**src/rtl/ptmr_pkg.sv**
```systemverilog
package ptmr_pkg;

  // Privilege decision for one cycle of requests.
  typedef struct packed {
    logic load_ok;   // supervisor write, applied
    logic ack_ok;    // supervisor acknowledge, applied
    logic violation; // user-mode write or acknowledge
    logic mask_eff;  // mask honoured only in supervisor mode
  } ptmr_gate_t;

endpackage

```
**src/rtl/ptmr_privgate.sv**
```systemverilog
module ptmr_privgate
  import ptmr_pkg::*;
(
  input  logic       user_mode,
  input  logic       wr_valid,
  input  logic       irq_ack,
  input  logic       irq_mask,
  output ptmr_gate_t gate
);

  always_comb begin
    gate.load_ok   = wr_valid & ~user_mode;
    gate.ack_ok    = irq_ack & ~user_mode;
    gate.violation = user_mode & (wr_valid | irq_ack);
    gate.mask_eff  = irq_mask & ~user_mode;
  end

endmodule

```
**src/rtl/ptmr_down.sv**
```systemverilog
module ptmr_down #(
  parameter int CNT_W = 16
) (
  input  logic             clk,
  input  logic             rst_n,
  input  logic             tick_en,
  input  logic             load_ok,
  input  logic [CNT_W-1:0] load_val,
  input  logic             ack_ok,
  output logic [CNT_W-1:0] count_q,
  output logic             pend_q
);

  localparam logic [CNT_W-1:0] ONE  = {{(CNT_W-1){1'b0}}, 1'b1};
  localparam logic [CNT_W-1:0] ZERO = '0;

  logic             dec;
  logic             expire;
  logic [CNT_W-1:0] count_d;
  logic             pend_d;

  always_comb begin
    dec    = ~load_ok & tick_en & (count_q != ZERO);
    expire = dec & (count_q == ONE);
    if (load_ok)  count_d = load_val;
    else if (dec) count_d = count_q - ONE;
    else          count_d = count_q;
    // expiry beats acknowledge; a write clears the pending state
    pend_d = expire | (pend_q & ~ack_ok & ~load_ok);
  end

  always_ff @(posedge clk) begin
    if (!rst_n) begin
      count_q <= ZERO;
      pend_q  <= 1'b0;
    end else begin
      count_q <= count_d;
      pend_q  <= pend_d;
    end
  end

endmodule

```
**src/rtl/ptmr_elapsed.sv**
```systemverilog
module ptmr_elapsed #(
  parameter int TIME_W = 32
) (
  input  logic              clk,
  input  logic              rst_n,
  input  logic              tick_en,
  output logic [TIME_W-1:0] elapsed_q
);

  localparam logic [TIME_W-1:0] INC = {{(TIME_W-1){1'b0}}, 1'b1};

  always_ff @(posedge clk) begin
    if (!rst_n)       elapsed_q <= '0;
    else if (tick_en) elapsed_q <= elapsed_q + INC;
  end

endmodule

```
**src/rtl/preempt_timer.sv**
```systemverilog
module preempt_timer
  import ptmr_pkg::*;
#(
  parameter int CNT_W  = 16,
  parameter int TIME_W = 32
) (
  input  logic              clk,
  input  logic              rst_n,
  input  logic              user_mode,
  input  logic              tick_en,
  input  logic              wr_valid,
  output logic              wr_ready,
  input  logic [CNT_W-1:0]  wr_count,
  input  logic              irq_ack,
  input  logic              irq_mask,
  output logic [CNT_W-1:0]  count,
  output logic [TIME_W-1:0] elapsed,
  output logic              irq,
  output logic              priv_fault
);

  ptmr_gate_t gate;
  logic       pend_q;
  logic       fault_q;

  assign wr_ready = 1'b1;

  ptmr_privgate u_gate (
    .user_mode (user_mode),
    .wr_valid  (wr_valid),
    .irq_ack   (irq_ack),
    .irq_mask  (irq_mask),
    .gate      (gate)
  );

  ptmr_down #(.CNT_W(CNT_W)) u_down (
    .clk      (clk),
    .rst_n    (rst_n),
    .tick_en  (tick_en),
    .load_ok  (gate.load_ok),
    .load_val (wr_count),
    .ack_ok   (gate.ack_ok),
    .count_q  (count),
    .pend_q   (pend_q)
  );

  ptmr_elapsed #(.TIME_W(TIME_W)) u_time (
    .clk       (clk),
    .rst_n     (rst_n),
    .tick_en   (tick_en),
    .elapsed_q (elapsed)
  );

  always_ff @(posedge clk) begin
    if (!rst_n) fault_q <= 1'b0;
    else        fault_q <= gate.violation;
  end

  assign priv_fault = fault_q;
  assign irq        = pend_q & ~gate.mask_eff;

endmodule

```
**config.mk**
```make
export PLATFORM = sky130hd
export DESIGN_NAME = preempt_timer
export DESIGN_NICKNAME = d
export VERILOG_FILES = /design/src/rtl/ptmr_pkg.sv /design/src/rtl/ptmr_privgate.sv /design/src/rtl/ptmr_down.sv /design/src/rtl/ptmr_elapsed.sv /design/src/rtl/preempt_timer.sv
export SDC_FILE = /design/constraint.sdc
export NUM_CORES = 1
export LEC_CHECK = 0
export BUFFER_PORTS_ARGS = -buffer_cell sky130_fd_sc_hd__buf_2
export CORE_MARGIN = 2
export CORE_UTILIZATION = 34
export CTS_BUF_LIST = sky130_fd_sc_hd__clkbuf_16
export CTS_CLUSTER_DIAMETER = 40
export CTS_CLUSTER_SIZE = 10
export DETAILED_ROUTE_END_ITERATION = 10
export PLACE_DENSITY = 0.65
export SYNTH_ARGS = -nofsm -noshare
export SYNTH_HDL_FRONTEND = slang
export SYNTH_SLANG_ARGS = --single-unit
```
**constraint.sdc**
```tcl
create_clock -name clk -period 6.1 [get_ports clk]
set_input_delay 0.61 -clock clk [delete_from_list [all_inputs] [get_ports clk]]
set_output_delay 0.61 -clock clk [all_outputs]
set_load 0.005 [all_outputs]
```
### Yosys cells after proc, flatten, opt, wreduce, memory -nomap -nowiden

Cells that the tools add are included.

| word-level totals | value |
|---|---|
| bits in registers | 50 |
| input bits | 23 |
| word-level logic and storage cells | 27 |

| cells by class | value |
|---|---|
| $add $sub $neg | 2 |
| equal/unequal tests | 1 |
| muxes and demuxes | 2 |
| bitwise gates (word level) | 16 |
| reductions and logical operators | 2 |

Operator list:

| cell | count |
|---|---|
| adder 32 x 1 -> 32 bit (second input constant) | 1 |
| 2-to-1 mux 16 bit | 2 |
| equality test 16 x 1 -> 1 bit (second input constant) | 1 |
| nonzero test 16 bit | 1 |
| subtractor 16 x 1 -> 16 bit (second input constant) | 1 |
| AND 1 bit | 10 |
| inverter 1 bit | 4 |
| bitwise OR 1 bit | 2 |
| nonzero test 2 bit | 1 |

### Logic depth before layout (Yosys ltp)

| depth | value |
|---|---|
| word-level depth | 7 |
| gate-level depth with buffers | 7 |
| gate-level depth less buffers | 6 |

### By module

A second synthesis with hierarchy kept.

| unflattened totals | value |
|---|---|
| cell total of the unflattened synthesis | 313 |
| area, all modules | 2705.1 µm² |

By module, submodules not included:

| module | times used | cells an instance | area each (µm²) | sequential area each (µm²) |
|---|---|---|---|---|
| ptmr_elapsed | 1 | 176 | 1562.7 | 640.6 |
| ptmr_down | 1 | 128 | 1064.8 | 340.3 |
| preempt_timer | 1 | 5 | 51.3 | 20.0 |
| ptmr_privgate | 1 | 4 | 26.3 | 0.0 |

### Worst setup path after synthesis

Ideal clock, no wire load.

| timing path | value |
|---|---|
| kind | input -> register |
| from | input port tick_en |
| to | register u_time.elapsed_q[20] |
| library setup time | 0.070 ns |
| arrival | 1.965 ns |
| setup slack | 4.065 ns |
| cell stages on the path | 5 |
| path buffers | 1 |
| path through | nand4_1 -> or4_4 -> buf_6 -> or4_1 -> a21oi_1 |

RTL lines:

| element | line | text |
|---|---|---|
| start: declaration | preempt_timer.sv:10 | `input logic tick_en,` |
| end signal: assignment | ptmr_elapsed.sv:14 | `else if (tick_en) elapsed_q <= elapsed_q + INC;` |
| end: declaration | ptmr_elapsed.sv:7 | `output logic [TIME_W-1:0] elapsed_q` |

==> flow_summary.ini <==
[critical_path]
slowest_stage = or4_1
crit_fanout = 21
crit_type = in2reg
r2r-start = u_time.elapsed_q[2]
critPathBufInv = 1
crit_required_ps = 6330
slowest_delay_ps = 840
r2r_setup_slack_ps = 3820
cp_cell_sequence = buf_2 -> nand4_1 -> or4_1 -> or4_1 -> a21oi_1
cp_top_family = simple AND/OR/NAND/NOR gates
crit_path_end_kind = register
crit_top_cell = or4_1
worst_r2r_endpoint = u_time.elapsed_q[31]
rr_worst_depth = 4
cp_data_arrival_time_ps = 2640
critPathLaunchType = input pin

[timing]
rsz0062_at_grt = no
setup_violations = 0
skew_ps = 8.20
fin_crit_sh_pct = 39.5
hold_violations = 0
fin_hold_ws_ps = 489
final_max_slew_viol_count = 0
tns_ps = 0
worst_pin_slew_ps = 863
setup_slack_ps = 3690
fmax_mhz = 415
slew_headroom_pct = 42.4
fin_crit_ps = 2410

[cts]
cts_buffers = 5
ctsRootBufferMaster = clkbuf_16
cts_resized = 0
clockBufferDepth = 2
clkLatencyLatePin_ps = 290
numClockSinks = 50
cts_setup_buffers = 0
cts.htree.levels = 2
path_clk_slew_ps = 80
cts_tree = done
ctsHoldBuffers = 0

[synth]
async_reset_ff_share_pct = 0
yosys_warnings = 0
synth_seq_cells = 50
ys.flop_type = dfxtp_1
synthesis.area_sq_mm = 0.00261
netlist_instances = 309
synth_edf_count = 0
ys_seq_area_share_pct = 38.3
avgSynthCellArea_sq_um = 8.45
synth_area_leaders = dfxtp_1 38%, or4_1 6.0%, a21oi_1 5.6%, o31ai_1 4.3%, o21ai_0 4.2%
netlist-cell-type-count = 46
yosys.area.top_type_share_pct = 38.3
syn_nets = 335
synth_area_leader_cell = dfxtp_1

[route]
dr.pass1.iters = 4
drt-total-wl_mm = 6.66
wl_per_cell_um = 14.1
first_iter_violations = 59
drc = 0
vias = 2619
detail-route-antenna-nets = 0
avgViaCountPerCell = 5.55

[layout]
drive_above_1_share_pct = 24.4
area_delta_synth_final_pct = 21.6
finish.utilization_pct = 43.3
diodes = 0
nNetsFinal = 398

[placement]
hpwl_mm = 4.64
portBuffers = 72
place_congestion = 0.814
place_ws_ps = 3410

[pwr]
p_per_area_mw_per_mm2 = 241
p_leak_nw = 1.22
netSwitchingPower_mw = 0.221
p_comb_share_pct = 14.9
p_int_mw = 0.546
clockPowerShare_pct = 38.2
power_switching_share_pct = 28.8
power_frac_seq_pct = 46.9
peakVddDrop_uv = 119

[hold_path]
hold_path.startpoint = u_down.pend_q
min_path_type = reg2reg
hold_end = u_down.pend_q
whs_path_depth = 2

[floorplanning]
start_util_pct = 35.6
die_h_um = 91.7
core-area_sq_mm = 0.00733
die_w_um = 91.7
ios = 74
rows = 31
die_area_sq_mm = 0.00840

[job]
maxCapViolCount = 0

[global_routing]
first_global_vias = 2314
antenna_found_initial = 0
grt_max_degree = 37
grtUsageTotal_pct = 16.4
grt_pass1_wl_mm = 11.3
overflow = 0

[outcome]
run_status = completed
-- sequential cells by signal (all words and copies together) (netlist names) --
register and count:
u_down.count_q 16, priv_fault 1, u_time.elapsed_q 32, u_down.pend_q 1
-- through the flow --
stage / area, sq um / total power, mW / instances
detailed placement: 3020 / 0.480 / 464
finish: 3180 / 0.767 / 472
floorplan: 2610 / 0.438 / 309
global route: 3180 / 0.807 / 472
global placement: 3020 / 0.478 / 464
CTS: 3180 / 0.780 / 472
-- Yosys cell counts, drive strengths merged, types with 4 or more instances --
library cell / number
a211oi: 4
a21oi: 29
a31oi: 5
and4: 6
buf: 6
clkbuf: 12
dfxtp: 50
inv: 11
nand2: 16
nand3: 14
nand4: 11
nor2: 17
nor3: 9
nor4: 6
o21ai: 22
o31ai: 15
or3: 10
or4: 24
xnor2: 5
xor2: 5
-- worst max path at each step --
stage                 start                    to  slack (ps)  depth (start not counted)
detailed placement  tick_en  u_time.elapsed_q[31]        3410                          5
finish              tick_en  u_time.elapsed_q[31]        3690                          5
floorplan           tick_en  u_time.elapsed_q[20]        4060                          5
CTS                 tick_en  u_time.elapsed_q[31]        3720                          5
global placement    tick_en  u_time.elapsed_q[31]        3460                          5
global route        tick_en  u_time.elapsed_q[31]        3540                          5
-- final cells by class --
class | instances | area (sq um)
Fill cell | 753 | 4150
Multi-Input combinational cell | 230 | 1480
Tap cell | 99 | 124
Inverter | 11 | 41.3
Clock inverter | 3 | 28.8
Sequential cell | 50 | 1000
Clock buffer | 5 | 125
Timing Repair Buffer | 74 | 375
-- power groups by stage --
stage / clock network, mW / logic (mW) / registers (mW)
3_3_place_gp: 0 / 0.111 / 0.367
6_report: 0.293 / 0.114 / 0.360
2_1_floorplan: 0 / 0.0737 / 0.364
5_1_grt: 0.318 / 0.127 / 0.362
4_1_cts: 0.306 / 0.114 / 0.359
3_5_place_dp: 0 / 0.114 / 0.367
-- routing by layer --
| layer | share of wire (%) | wire (um) | track usage, % | up-vias |
|---|---|---|---|---|
| met5 | 0 | 0 | 0 | - |
| met4 | 1.0 | 68 | 4.92 | 0 |
| met3 | 6.1 | 405 | 3.94 | 6 |
| met2 | 46 | 3080 | 26.8 | 74 |
| met1 | 47 | 3100 | 21.3 | 1220 |
| li1 | - | - | - | 1319 |
-- worst reg2reg max path, cell delays in order, from the launching register on --
cell and delay, ps:
dfxtp_1 430, nand4_1 240, or4_1 840, or4_1 580, a21oi_1 140
-- cell families after synthesis --
group,synth area share [%]
multiplexers,1.15
adder cells (fa/ha/maj),1.44
XOR/XNOR,3.35
AND/OR/NAND/NOR,29.7
AO/OA/AOI/OAI,20.9
buffers and inverters,4.98
flip-flops,38.3
other,0.144
-- layout by cell type, fill, tap and decap left out, types with 2 or more instances in the layout --
| master | count |
|---|---|
| a211oi_1 | 4 |
| a21o_1 | 2 |
| a21oi_1 | 29 |
| a311oi_1 | 3 |
| a31oi_1 | 5 |
| and4_1 | 6 |
| buf_2 | 72 |
| buf_4 | 2 |
| clkbuf_16 | 5 |
| dfxtp_1 | 50 |
| ha_1 | 3 |
| inv_1 | 11 |
| mux2i_1 | 3 |
| nand2_1 | 16 |
| nand3_1 | 14 |
| nand4_1 | 9 |
| nand4_2 | 2 |
| nor2_1 | 17 |
| nor2b_1 | 2 |
| nor3_1 | 9 |
| nor3b_1 | 2 |
| nor4_1 | 3 |
| nor4_2 | 3 |
| o21ai_0 | 22 |
| o31ai_1 | 15 |
| o41ai_1 | 3 |
| or3_1 | 10 |
| or4_1 | 21 |
| or4_4 | 3 |
| or4b_1 | 3 |
| xnor2_1 | 5 |
| xor2_1 | 5 |
Note: power is estimated with default switching activity, not from simulation.
